### config.mk
export PLATFORM = sky130hd
export DESIGN_NAME = rxRingDma
export DESIGN_NICKNAME = d
export VERILOG_FILES = /design/src/rtl/rxRingPkg.sv /design/src/rtl/rxRingCtrl.sv /design/src/rtl/rxRingPath.sv /design/src/rtl/rxRingDma.sv
export SDC_FILE = /design/constraint.sdc
export NUM_CORES = 1
export LEC_CHECK = 0
export CORE_MARGIN = 1.5
export CORE_UTILIZATION = 64
export DETAILED_ROUTE_END_ITERATION = 7
export DONT_BUFFER_PORTS = 1
export PLACE_DENSITY_LB_ADDON = 0.3
export SLEW_MARGIN = 30
export SYNTH_ARGS = -nofsm -noshare
export SYNTH_HDL_FRONTEND = slang
export SYNTH_HIERARCHICAL = 1
export SYNTH_SLANG_ARGS = --single-unit
### constraint.sdc
create_clock -name clk -period 2.45 [get_ports clk]
set_input_delay 0.1225 -clock clk [delete_from_list [all_inputs] [get_ports clk]]
set_output_delay 0.1225 -clock clk [all_outputs]
set_load 0.05 [all_outputs]
### src/rtl/rxRingPkg.sv
package rxRingPkg;

  typedef enum logic [2:0] {
    PH_STOP,
    PH_FETCH,
    PH_BUF,
    PH_WB,
    PH_SUSP
  } rxPhase_e;

  localparam logic [1:0] RUN_STOPPED   = 2'd0;
  localparam logic [1:0] RUN_ACTIVE    = 2'd1;
  localparam logic [1:0] RUN_SUSPENDED = 2'd2;

  typedef struct packed {
    logic loadBase;
    logic latchWord;
    logic advance;
    logic setUnavail;
    logic setFatal;
    logic errIsRead;
    logic errIsDesc;
    logic clrStatus;
  } rxStrobe_t;

endpackage

### src/rtl/rxRingCtrl.sv
module rxRingCtrl
  import rxRingPkg::*;
(
  input  logic       clk,
  input  logic       rstN,
  input  logic       startPulse,
  input  logic       stopPulse,
  input  logic       pollDemand,
  input  logic       baseWr,
  input  logic       stsClr,
  input  logic       busAck,
  input  logic       busErr,
  input  logic       rdOwn,
  input  logic       bufAck,
  input  logic       bufErr,
  output logic       busReq,
  output logic       busWe,
  output logic       bufReq,
  output logic [1:0] runState,
  output rxStrobe_t  stb
);

  rxPhase_e phase, nextPhase;
  logic     stopPend;
  logic     stopNow;

  assign stopNow = stopPend | stopPulse;

  always_comb begin
    nextPhase = phase;
    stb       = '0;
    stb.clrStatus = stsClr;
    case (phase)
      PH_STOP: begin
        stb.loadBase = baseWr;
        if (startPulse) nextPhase = PH_FETCH;
      end
      PH_FETCH: begin
        if (busErr) begin
          nextPhase     = PH_STOP;
          stb.setFatal  = 1'b1;
          stb.errIsRead = 1'b1;
          stb.errIsDesc = 1'b1;
        end else if (busAck) begin
          stb.latchWord = 1'b1;
          if (rdOwn) begin
            nextPhase = PH_BUF;
          end else begin
            nextPhase      = PH_SUSP;
            stb.setUnavail = 1'b1;
          end
        end
      end
      PH_BUF: begin
        if (bufErr) begin
          nextPhase    = PH_STOP;
          stb.setFatal = 1'b1;
        end else if (bufAck) begin
          nextPhase = PH_WB;
        end
      end
      PH_WB: begin
        if (busErr) begin
          nextPhase     = PH_STOP;
          stb.setFatal  = 1'b1;
          stb.errIsDesc = 1'b1;
        end else if (busAck) begin
          stb.advance = 1'b1;
          nextPhase   = stopNow ? PH_STOP : PH_FETCH;
        end
      end
      PH_SUSP: begin
        if (stopNow)         nextPhase = PH_STOP;
        else if (pollDemand) nextPhase = PH_FETCH;
      end
      default: nextPhase = PH_STOP;
    endcase
  end

  always_ff @(posedge clk) begin
    if (!rstN) begin
      phase    <= PH_STOP;
      stopPend <= 1'b0;
    end else begin
      phase <= nextPhase;
      if (nextPhase == PH_STOP) stopPend <= 1'b0;
      else                      stopPend <= stopNow;
    end
  end

  assign busReq = (phase == PH_FETCH) || (phase == PH_WB);
  assign busWe  = (phase == PH_WB);
  assign bufReq = (phase == PH_BUF);

  always_comb begin
    case (phase)
      PH_STOP: runState = RUN_STOPPED;
      PH_SUSP: runState = RUN_SUSPENDED;
      default: runState = RUN_ACTIVE;
    endcase
  end

  // an open request keeps its direction until answered
  assert_req_hold_R11: assert property (@(posedge clk) disable iff (!rstN)
    busReq && !busAck && !busErr |=> busReq && $stable(busWe));

  // any error response leaves the engine stopped
  assert_halt_on_err_R9: assert property (@(posedge clk) disable iff (!rstN)
    (busReq && busErr) || (bufReq && bufErr) |=> runState == RUN_STOPPED);

  // a start pulse does not disturb a suspended engine
  assert_start_ignored_R6: assert property (@(posedge clk) disable iff (!rstN)
    runState == RUN_SUSPENDED && startPulse && !pollDemand && !stopNow
    |=> runState == RUN_SUSPENDED);

  // a suspended engine issues no traffic
  assert_susp_quiet_R3: assert property (@(posedge clk) disable iff (!rstN)
    $past(runState) == RUN_SUSPENDED && runState == RUN_SUSPENDED |-> !busReq && !bufReq);

endmodule

### src/rtl/rxRingPath.sv
module rxRingPath
  import rxRingPkg::*;
#(
  parameter int ADDR_W     = 32,
  parameter int DATA_W     = 32,
  parameter int DESC_WORDS = 4
) (
  input  logic              clk,
  input  logic              rstN,
  input  rxStrobe_t         stb,
  input  logic [ADDR_W-1:0] baseAddr,
  input  logic [DATA_W-1:0] busRdata,
  input  logic              busReq,
  input  logic              busWe,
  input  logic              busAck,
  input  logic              busErr,
  output logic [ADDR_W-1:0] busAddr,
  output logic [DATA_W-1:0] busWdata,
  output logic              rdOwn,
  output logic [ADDR_W-1:0] curDesc,
  output logic              bufUnavail,
  output logic              fatalErr,
  output logic              errRead,
  output logic              errDesc
);

  localparam int OWN_POS = DATA_W - 1;
  localparam int END_POS = DATA_W - 2;
  localparam logic [ADDR_W-1:0] STRIDE = ADDR_W'(DESC_WORDS * (DATA_W / 8));

  logic [ADDR_W-1:0] baseReg, curAddr;
  logic [DATA_W-1:0] word0Reg;
  logic              unavailReg, fatalReg, eReadReg, eDescReg;

  always_ff @(posedge clk) begin
    if (!rstN) begin
      baseReg  <= '0;
      curAddr  <= '0;
      word0Reg <= '0;
    end else begin
      if (stb.loadBase) begin
        baseReg <= baseAddr;
        curAddr <= baseAddr;
      end else if (stb.advance) begin
        curAddr <= word0Reg[END_POS] ? baseReg : curAddr + STRIDE;
      end
      if (stb.latchWord) word0Reg <= busRdata;
    end
  end

  always_ff @(posedge clk) begin
    if (!rstN) begin
      unavailReg <= 1'b0;
      fatalReg   <= 1'b0;
      eReadReg   <= 1'b0;
      eDescReg   <= 1'b0;
    end else begin
      if (stb.setUnavail)     unavailReg <= 1'b1;
      else if (stb.clrStatus) unavailReg <= 1'b0;
      if (stb.setFatal) begin
        fatalReg <= 1'b1;
        eReadReg <= stb.errIsRead;
        eDescReg <= stb.errIsDesc;
      end else if (stb.clrStatus) begin
        fatalReg <= 1'b0;
        eReadReg <= 1'b0;
        eDescReg <= 1'b0;
      end
    end
  end

  always_comb begin
    busWdata          = word0Reg;
    busWdata[OWN_POS] = 1'b0;
  end

  assign busAddr    = curAddr;
  assign rdOwn      = busRdata[OWN_POS];
  assign curDesc    = curAddr;
  assign bufUnavail = unavailReg;
  assign fatalErr   = fatalReg;
  assign errRead    = fatalReg & eReadReg;
  assign errDesc    = fatalReg & eDescReg;

  // the address of an open request does not move
  assert_addr_hold_R11: assert property (@(posedge clk) disable iff (!rstN)
    busReq && !busAck && !busErr |=> $stable(busAddr));

  // a writeback never claims ownership back
  assert_wb_release_R4: assert property (@(posedge clk) disable iff (!rstN)
    busReq && busWe |-> !busWdata[OWN_POS]);

  // error type flags hold while the fatal flag stays set
  assert_err_hold_R10: assert property (@(posedge clk) disable iff (!rstN)
    fatalErr && !stb.setFatal && !stb.clrStatus |=> fatalErr && $stable({errRead, errDesc}));

  // a fatal strobe always shows on the status flag
  assert_fatal_set_R9: assert property (@(posedge clk) disable iff (!rstN)
    stb.setFatal |=> fatalErr);

endmodule

### src/rtl/rxRingDma.sv
module rxRingDma
  import rxRingPkg::*;
#(
  parameter int ADDR_W     = 32,
  parameter int DATA_W     = 32,
  parameter int DESC_WORDS = 4
) (
  input  logic              clk,
  input  logic              rstN,
  input  logic              startPulse,
  input  logic              stopPulse,
  input  logic              pollDemand,
  input  logic              baseWr,
  input  logic [ADDR_W-1:0] baseAddr,
  input  logic              stsClr,
  output logic              busReq,
  output logic              busWe,
  output logic [ADDR_W-1:0] busAddr,
  output logic [DATA_W-1:0] busWdata,
  input  logic [DATA_W-1:0] busRdata,
  input  logic              busAck,
  input  logic              busErr,
  output logic              bufReq,
  input  logic              bufAck,
  input  logic              bufErr,
  output logic [1:0]        runState,
  output logic [ADDR_W-1:0] curDesc,
  output logic              bufUnavail,
  output logic              fatalErr,
  output logic              errRead,
  output logic              errDesc
);

  rxStrobe_t stb;
  logic      rdOwn;

  rxRingCtrl uCtrl (
    .clk        (clk),
    .rstN       (rstN),
    .startPulse (startPulse),
    .stopPulse  (stopPulse),
    .pollDemand (pollDemand),
    .baseWr     (baseWr),
    .stsClr     (stsClr),
    .busAck     (busAck),
    .busErr     (busErr),
    .rdOwn      (rdOwn),
    .bufAck     (bufAck),
    .bufErr     (bufErr),
    .busReq     (busReq),
    .busWe      (busWe),
    .bufReq     (bufReq),
    .runState   (runState),
    .stb        (stb)
  );

  rxRingPath #(
    .ADDR_W     (ADDR_W),
    .DATA_W     (DATA_W),
    .DESC_WORDS (DESC_WORDS)
  ) uPath (
    .clk        (clk),
    .rstN       (rstN),
    .stb        (stb),
    .baseAddr   (baseAddr),
    .busRdata   (busRdata),
    .busReq     (busReq),
    .busWe      (busWe),
    .busAck     (busAck),
    .busErr     (busErr),
    .busAddr    (busAddr),
    .busWdata   (busWdata),
    .rdOwn      (rdOwn),
    .curDesc    (curDesc),
    .bufUnavail (bufUnavail),
    .fatalErr   (fatalErr),
    .errRead    (errRead),
    .errDesc    (errDesc)
  );

endmodule

==> results of run 1 <==
## stage by stage
step | setup slack, ns | hold slack, ns | total power [mW]
6_report | 0.220 | 0.0281 | 3.80
3_3_place_gp | 0.367 | 0.252 | 2.49
5_1_grt | 0.0428 | 0.0342 | 3.95
3_5_place_dp | 0.246 | 0.253 | 2.51
2_1_floorplan | 0.0510 | 0.240 | 2.44
4_1_cts | 0.227 | 0.00469 | 3.81
## worst paths after layout
kind,to,cells past startpoint,startpoint
worst max-delay path,uPath/busAddr[31],6,uPath/busAddr[4]
worst min register to register,uPath/baseReg[31],2,uPath/baseReg[31]
worst max register to register,uPath/busAddr[31],6,uPath/busAddr[4]
worst min-delay path,uPath/busAddr[17],3,baseAddr[17]
## area by class of cell
| class | count | area share |
|---|---|---|
| multi-input cells | 437 | 0.450 |
| clock buffers | 11 | 0.0219 |
| well taps | 105 | 0.0204 |
| clock inverters | 5 | 0.0134 |
| flip-flops and latches | 103 | 0.320 |
| inverters | 13 | 0.00816 |
| repair buffers | 114 | 0.166 |
## routing by layer
metal  global-route usage  share of wire  vias up
li1                     -              -     2221
met1                0.371           0.41     2209
met2                0.531           0.49      223
met3               0.0805          0.076       21
met4               0.0983          0.019        0
met5                    0              0        -
## layout by cell type, fill, tap and decap left out, types with 6 or more instances in the layout
cell type      count
a21boi_0          23
nand2_1           57
and2_1             7
clkbuf_8          10
a31oi_1            9
nand2b_1          23
o21ai_1            7
xnor2_1            7
nor2_1            22
o21ai_0           40
buf_4             44
o21a_1             6
a21oi_1           16
nand3b_1           6
nor3_1             9
dfxtp_1          103
mux2i_1           56
nor2b_1           56
nand3_1           17
inv_1             11
dlygate4sd3_1     67
## sequential cells by signal, indices dropped and copies added, names as in the netlist
name	cells
uPath/word0Reg	31
uCtrl/stopPend	1
uPath/fatalErr	1
uPath/eDescReg	1
uPath/eReadReg	1
uPath/bufUnavail	1
uPath/busAddr	32
uCtrl/phase	3
uPath/baseReg	32
## worst max-delay path: cells and delay by family, from the launching register on
| family | cells | cell delay [ns] |
|---|---|---|
| flip-flops | 1 | 0.35 |
| AND/OR/NAND/NOR | 3 | 1.03 |
| AO/OA/AOI/OAI | 2 | 0.44 |
| buffers and inverters | 1 | 0.34 |
## cell families (layout without fill, tap and decap cells)
logic type | after synthesis | after routing | share of synthesized area
AO/OA/AOI/OAI | 129 | 129 | 0.152
AND/OR/NAND/NOR | 238 | 238 | 0.255
multiplexers | 57 | 57 | 0.106
flip-flops | 103 | 103 | 0.381
adder cells (fa/ha/maj) | 1 | 1 | 0.00231
buffers and inverters | 86 | 143 | 0.0853
other | 1 | 1 | 0.000693
XOR/XNOR | 11 | 11 | 0.0178
## power breakdown
group          total, mW  switching, mW  internal (mW)
clock network       1.20          0.590          0.614
logic              0.741          0.473          0.268
registers           1.86          0.102           1.75
total               3.80           1.17           2.64
## timing repair
| action | in CTS | in global routing |
|---|---|---|
| setup buffers | 0 | 0 |
| endpoints found under the setup margin | 0 | 0 |
| hold buffers | 68 | 0 |
| hold endpoints to repair | 103 | 0 |
==> out/qor.yml, run 1 <==
status: "finished clean"
placeableCoreArea_um2: 8220
drive_gt1_frac: 0.130
multi_input_area_um2: 2900
finalCritPeriodShare: 0.910
die_x_um: 95.0
synthArstFlopShare: 0
num_vias: 4674
clk_pin_slew_worst_paths_ns: 0.10
grt_usage: 0.308
grt_pass1_wl_um: 21800
hpwl_um: 8730
antenna_left: 0
crit_path_start_kind: "flip-flop"
min_period_ns: 2.23
cts_tree: "built"
die_h_um: 95.0
cap_viol_max_count: 0
synth_most_common_cell: "dfxtp_1"
drt_pre_antenna_iters: 5
ys_types: 63
ys_seq_elements: 103
die_area_um2: 9020
finalSetupViolCount: 0
crit_chain: "buf_4, nand4_1, nor4_1, nand2_1, a311o_1, a21oi_1"
synth_flop_cell: "dfxtp_1"
initial_core_util: 0.659
drc: 0
cp_data_arrival_time_ns: 2.51
place.port_buffers: 0
place_area_um2: 5520
syn_area_um2: 5410
holdCritPathClass: "in -> reg"
fillers: 567
regArea_um2: 2060
instances_no_fill: 788
clkSinkCount: 103
n_antenna_cell: 0
end_kind: "flip-flop"
path_class: "reg -> reg"
synth_top_cell_by_area: "dfxtp_1"
grt_max_degree: 104
skew_ns: 0.0112
path_max_fanout: 6
dp_cells: 704
synth_seq_area_share: 0.381
max-slew-margin-rel: 0.584
reg2reg_slack_ns: 0.22
synth_top_area_share: 0.381
h-tree-depth: 3
syn_avg_cell_area_um2: 8.64
ys_warn_count: 6
finalSetupTns_ns: 0
cts_max_path_buffers: 2
grt_overflow: 0
cp_slowest_cell: "nor4_1"
synth-edff-count: 0
routabilityCongestion: 0.901
synthesis.instances: 626
leakagePower_nw: 2.34
crit_path_max_incr_delay_ns: 0.53
stdcell_area_um2: 6440
worstPathRequired_ns: 2.73
rows: 33
grt_pass1_vias: 4577
clk_latency_ns: 0.36
vias_per_cell: 5.93
cts_resized: 0
clockRootBuffer: "clkbuf_8"
nets: 754
synth_commonest_cells: "dfxtp_1 (103), nand2_1 (57), mux2i_1 (56), nor2b_1 (56), o21ai_0 (40)"
synth_area_leaders: "dfxtp_1 (38%), mux2i_1 (10%), nor2b_1 (6.5%)"
wl_um: 13900
power.density_nw_per_um2: 590
rsz0062_at_grt: "no"
tightest_slew_ns: 0.618
ir_drop_mv: 0.377
antenna_found_initial: 0
routedWlPerCell_um: 17.7
final_util: 0.784
cts_buffers: 9
drv_slew: 0
fmax_mhz: 448
hold_viol: 0
syn_nets: 702
drt_iter0_drc: 254
syn_to_final_growth_pct: 19.1
ios: 180
Note: power is estimated with default switching activity, not from simulation.
==> run 2, diff against run 1 <==
--- a/config.mk
+++ b/config.mk
@@ -6,12 +6,11 @@
 export NUM_CORES = 1
 export LEC_CHECK = 0
 export CORE_MARGIN = 1.5
-export CORE_UTILIZATION = 64
+export CORE_UTILIZATION = 63
 export DETAILED_ROUTE_END_ITERATION = 7
 export DONT_BUFFER_PORTS = 1
 export PLACE_DENSITY_LB_ADDON = 0.3
 export SLEW_MARGIN = 30
 export SYNTH_ARGS = -nofsm -noshare
 export SYNTH_HDL_FRONTEND = slang
-export SYNTH_HIERARCHICAL = 1
 export SYNTH_SLANG_ARGS = --single-unit
==> out/qor.yml, run 2 <==
holdCritStartpoint: "baseAddr[24]"
hpwl_um: 8540  # -2.1%
leakagePower_nw: 2.27  # -3.0%
status: "finished clean"
die_area_um2: 8460  # -6.2%
routedWlPerCell_um: 17.6  # -0.46%
p_sw_frac: 0.362  # +0.0558
rows: 32  # -3.0%
startpoint: "uCtrl.phase[2]"
drc: 0  # unchanged
ys_seq_elements: 103  # unchanged
ys_warn_count: 0  # -6
drt_iter0_drc: 312  # +23%
h-tree-depth: 3  # unchanged
rsz0062_at_grt: "no"
cp_data_arrival_time_ns: 2.53  # +0.02 ns
finalCritPeriodShare: 0.898  # -0.0127
cap_viol_max_count: 0  # unchanged
grt_overflow: 0  # unchanged
routabilityCongestion: 0.909  # +0.90%
nets: 775  # +2.8%
synthesis.instances: 647  # +3.4%
place.port_buffers: 0  # unchanged
syn_nets: 723  # +3.0%
min_period_ns: 2.20  # -0.0312 ns
end_kind: "flip-flop"
drt_pre_antenna_iters: 5  # unchanged
crit_path_start_kind: "flip-flop"
skew_ns: 0.0194  # +0.00826 ns
die_x_um: 92.0  # -3.2%
internal_power_mw: 2.44  # -7.4%
cts_buffers: 9  # unchanged
placeableCoreArea_um2: 7690  # -6.4%
synth_top_cell_by_area: "dfxtp_1"
syn_to_final_growth_pct: 19.9
clk_pin_slew_worst_paths_ns: 0.11  # about the same
pwr-share-clk: 0.288  # -0.029
holdCritPathClass: "in -> reg"
synth_seq_area_share: 0.414  # +0.0325
synth_flop_cell: "dfxtp_1"
clkSinkCount: 103  # unchanged
cts_resized: 0  # unchanged
hold_buffers: 69  # +1.5%
vias_per_cell: 6.14  # +3.5%
num_vias: 4946  # +5.8%
cts_max_path_buffers: 2  # unchanged
grt_usage: 0.335  # +0.0274
layout_common_cells: "nand2_1 (146), dfxtp_1 (103), a21oi_1 (84), dlygate4sd3_1 (69), buf_4 (50)"
hold_viol: 0  # unchanged
seqPwrFrac: 0.487  # about the same
synth_commonest_cells: "nand2_1 (146), dfxtp_1 (103), a21oi_1 (84)"
tightest_slew_ns: 0.967  # +0.349 ns
power.density_nw_per_um2: 640  # +8.5%
synth_area_leaders: "dfxtp_1 (41%), nand2_1 (11%), a21oi_1 (8.4%)"
max-slew-margin-rel: 0.353  # -0.231
reg2reg_from: "uCtrl.phase[2]"
synth_most_common_cell: "nand2_1"
path_class: "reg -> reg"
antenna_left: 0  # unchanged
synthArstFlopShare: 0  # unchanged
syn_area_um2: 4990  # -7.9%
ios: 180  # unchanged
grt_max_degree: 60  # -42%
synth-edff-count: 0  # unchanged
die_h_um: 92.0  # -3.2%
ir_drop_mv: 0.399  # +5.7%
ys_types: 57  # -9.5%
instances_no_fill: 806  # +2.3%
finalSetupTns_ns: 0  # unchanged
n_antenna_cell: 0  # unchanged
cts_tree: "built"
initial_core_util: 0.649  # -0.0100
mostFrequentLayoutCell: "nand2_1"
dp_cells: 721  # +2.4%
drv_slew: 0  # unchanged
synth_top_area_share: 0.414  # +0.0325
clockRootBuffer: "clkbuf_8"
fillers: 548  # -3.4%
path_max_fanout: 9  # +3
grt_pass1_wl_um: 22700  # +4.1%
drive_gt1_frac: 0.115  # -0.0153
wl_um: 14200  # +1.8%
finalSetupViolCount: 0  # unchanged
switchingPower_mw: 1.39  # +19%
syn_avg_cell_area_um2: 7.71  # -11%
post_cts_buffers: 0  # unchanged
p_comb_frac: 0.225  # +0.030
fmax_mhz: 455  # +1.4%
worstPathRequired_ns: 2.78  # +0.05 ns
clk_latency_ns: 0.38  # +0.02 ns
grt_pass1_vias: 4910  # +7.3%
antenna_found_initial: 0  # unchanged
## run 2: cell types whose count changed in the layout (fill, tap and decap cells not counted), sizes merged, moves of 7 or more
| cell | before | now |
|---|---|---|
| nor2b | 56 | 0 |
| nor3b | 7 | 0 |
| a21boi | 23 | 2 |
| nand3 | 19 | 9 |
| a31oi | 9 | 18 |
| nor2 | 22 | 36 |
| nand2b | 24 | 5 |
| nand4 | 4 | 11 |
| o21ai | 48 | 37 |
| mux2i | 56 | 8 |
| a21oi | 16 | 85 |
| nand2 | 57 | 146 |
## run 2: metrics by stage
step	setup WS [ns]	utilization	total power [mW]	hold WS [ns]	cell area (um2)
floorplan	0.139	-	2.55	0.258	4990
global placement	0.527	0.661	2.63	0.242	5080
detailed placement	0.488	0.661	2.65	0.246	5080
CTS	0.278	0.778	3.81	0.00381	5980
global route	0.138	0.778	3.97	0.00685	5980
finish	0.251	0.778	3.83	0.00754	5980
## run 2: layout make-up
| type | instances | area (um2) | share of cell area |
|---|---|---|---|
| Inverter | 10 | 37.5 | 0.00628 |
| Clock inverter | 7 | 83.8 | 0.0140 |
| Tap cell | 102 | 128 | 0.0214 |
| Timing Repair Buffer | 120 | 1090 | 0.182 |
| Multi-Input combinational cell | 455 | 2460 | 0.411 |
| Sequential cell | 103 | 2060 | 0.345 |
| Clock buffer | 9 | 124 | 0.0207 |
## run 2: kinds of logic (layout without fill, tap and decap cells)
kind of cell,count (synthesis),in the layout,synth area share
flops,103,103,0.414
xor+xnor,13,13,0.0228
other cells,1,1,0.000752
mux,9,9,0.0183
compound gates,181,181,0.214
simple gates,250,250,0.231
buf+inv,89,146,0.0966
fa+ha+maj,1,1,0.00251
## run 2: metal layers
metal	track usage	vias up	wire length, um
li1	-	2312	-
met1	0.368	2335	5320
met2	0.606	263	7180
met3	0.0929	36	1300
met4	0.133	0	360
met5	0	-	0
## run 2: power by group through the flow
stage	clock [mW]	combinational [mW]	sequential (mW)
3_3_place_gp	0	0.736	1.90
5_1_grt	1.18	0.917	1.87
3_5_place_dp	0	0.753	1.90
6_report	1.10	0.862	1.86
4_1_cts	1.10	0.850	1.86
2_1_floorplan	0	0.508	2.05
## run 2: critical path, cell delays in order (launching register included)
cell	delay, ns
dfxtp_1	0.33
buf_4	0.17
nand2b_1	0.22
or3_1	0.43
nor2_1	0.17
o2bb2ai_1	0.11
a31oi_1	0.16
dlygate4sd3_1	0.56
## run 2: worst paths after layout
path,to,slack [ns],cells past startpoint
worst max-delay path,uCtrl.stopPend,0.25,7
worst min-delay path,uPath.baseReg[24],0.008,2
worst max register to register,uCtrl.stopPend,0.25,7
worst min register to register,uPath.baseReg[29],0.46,2
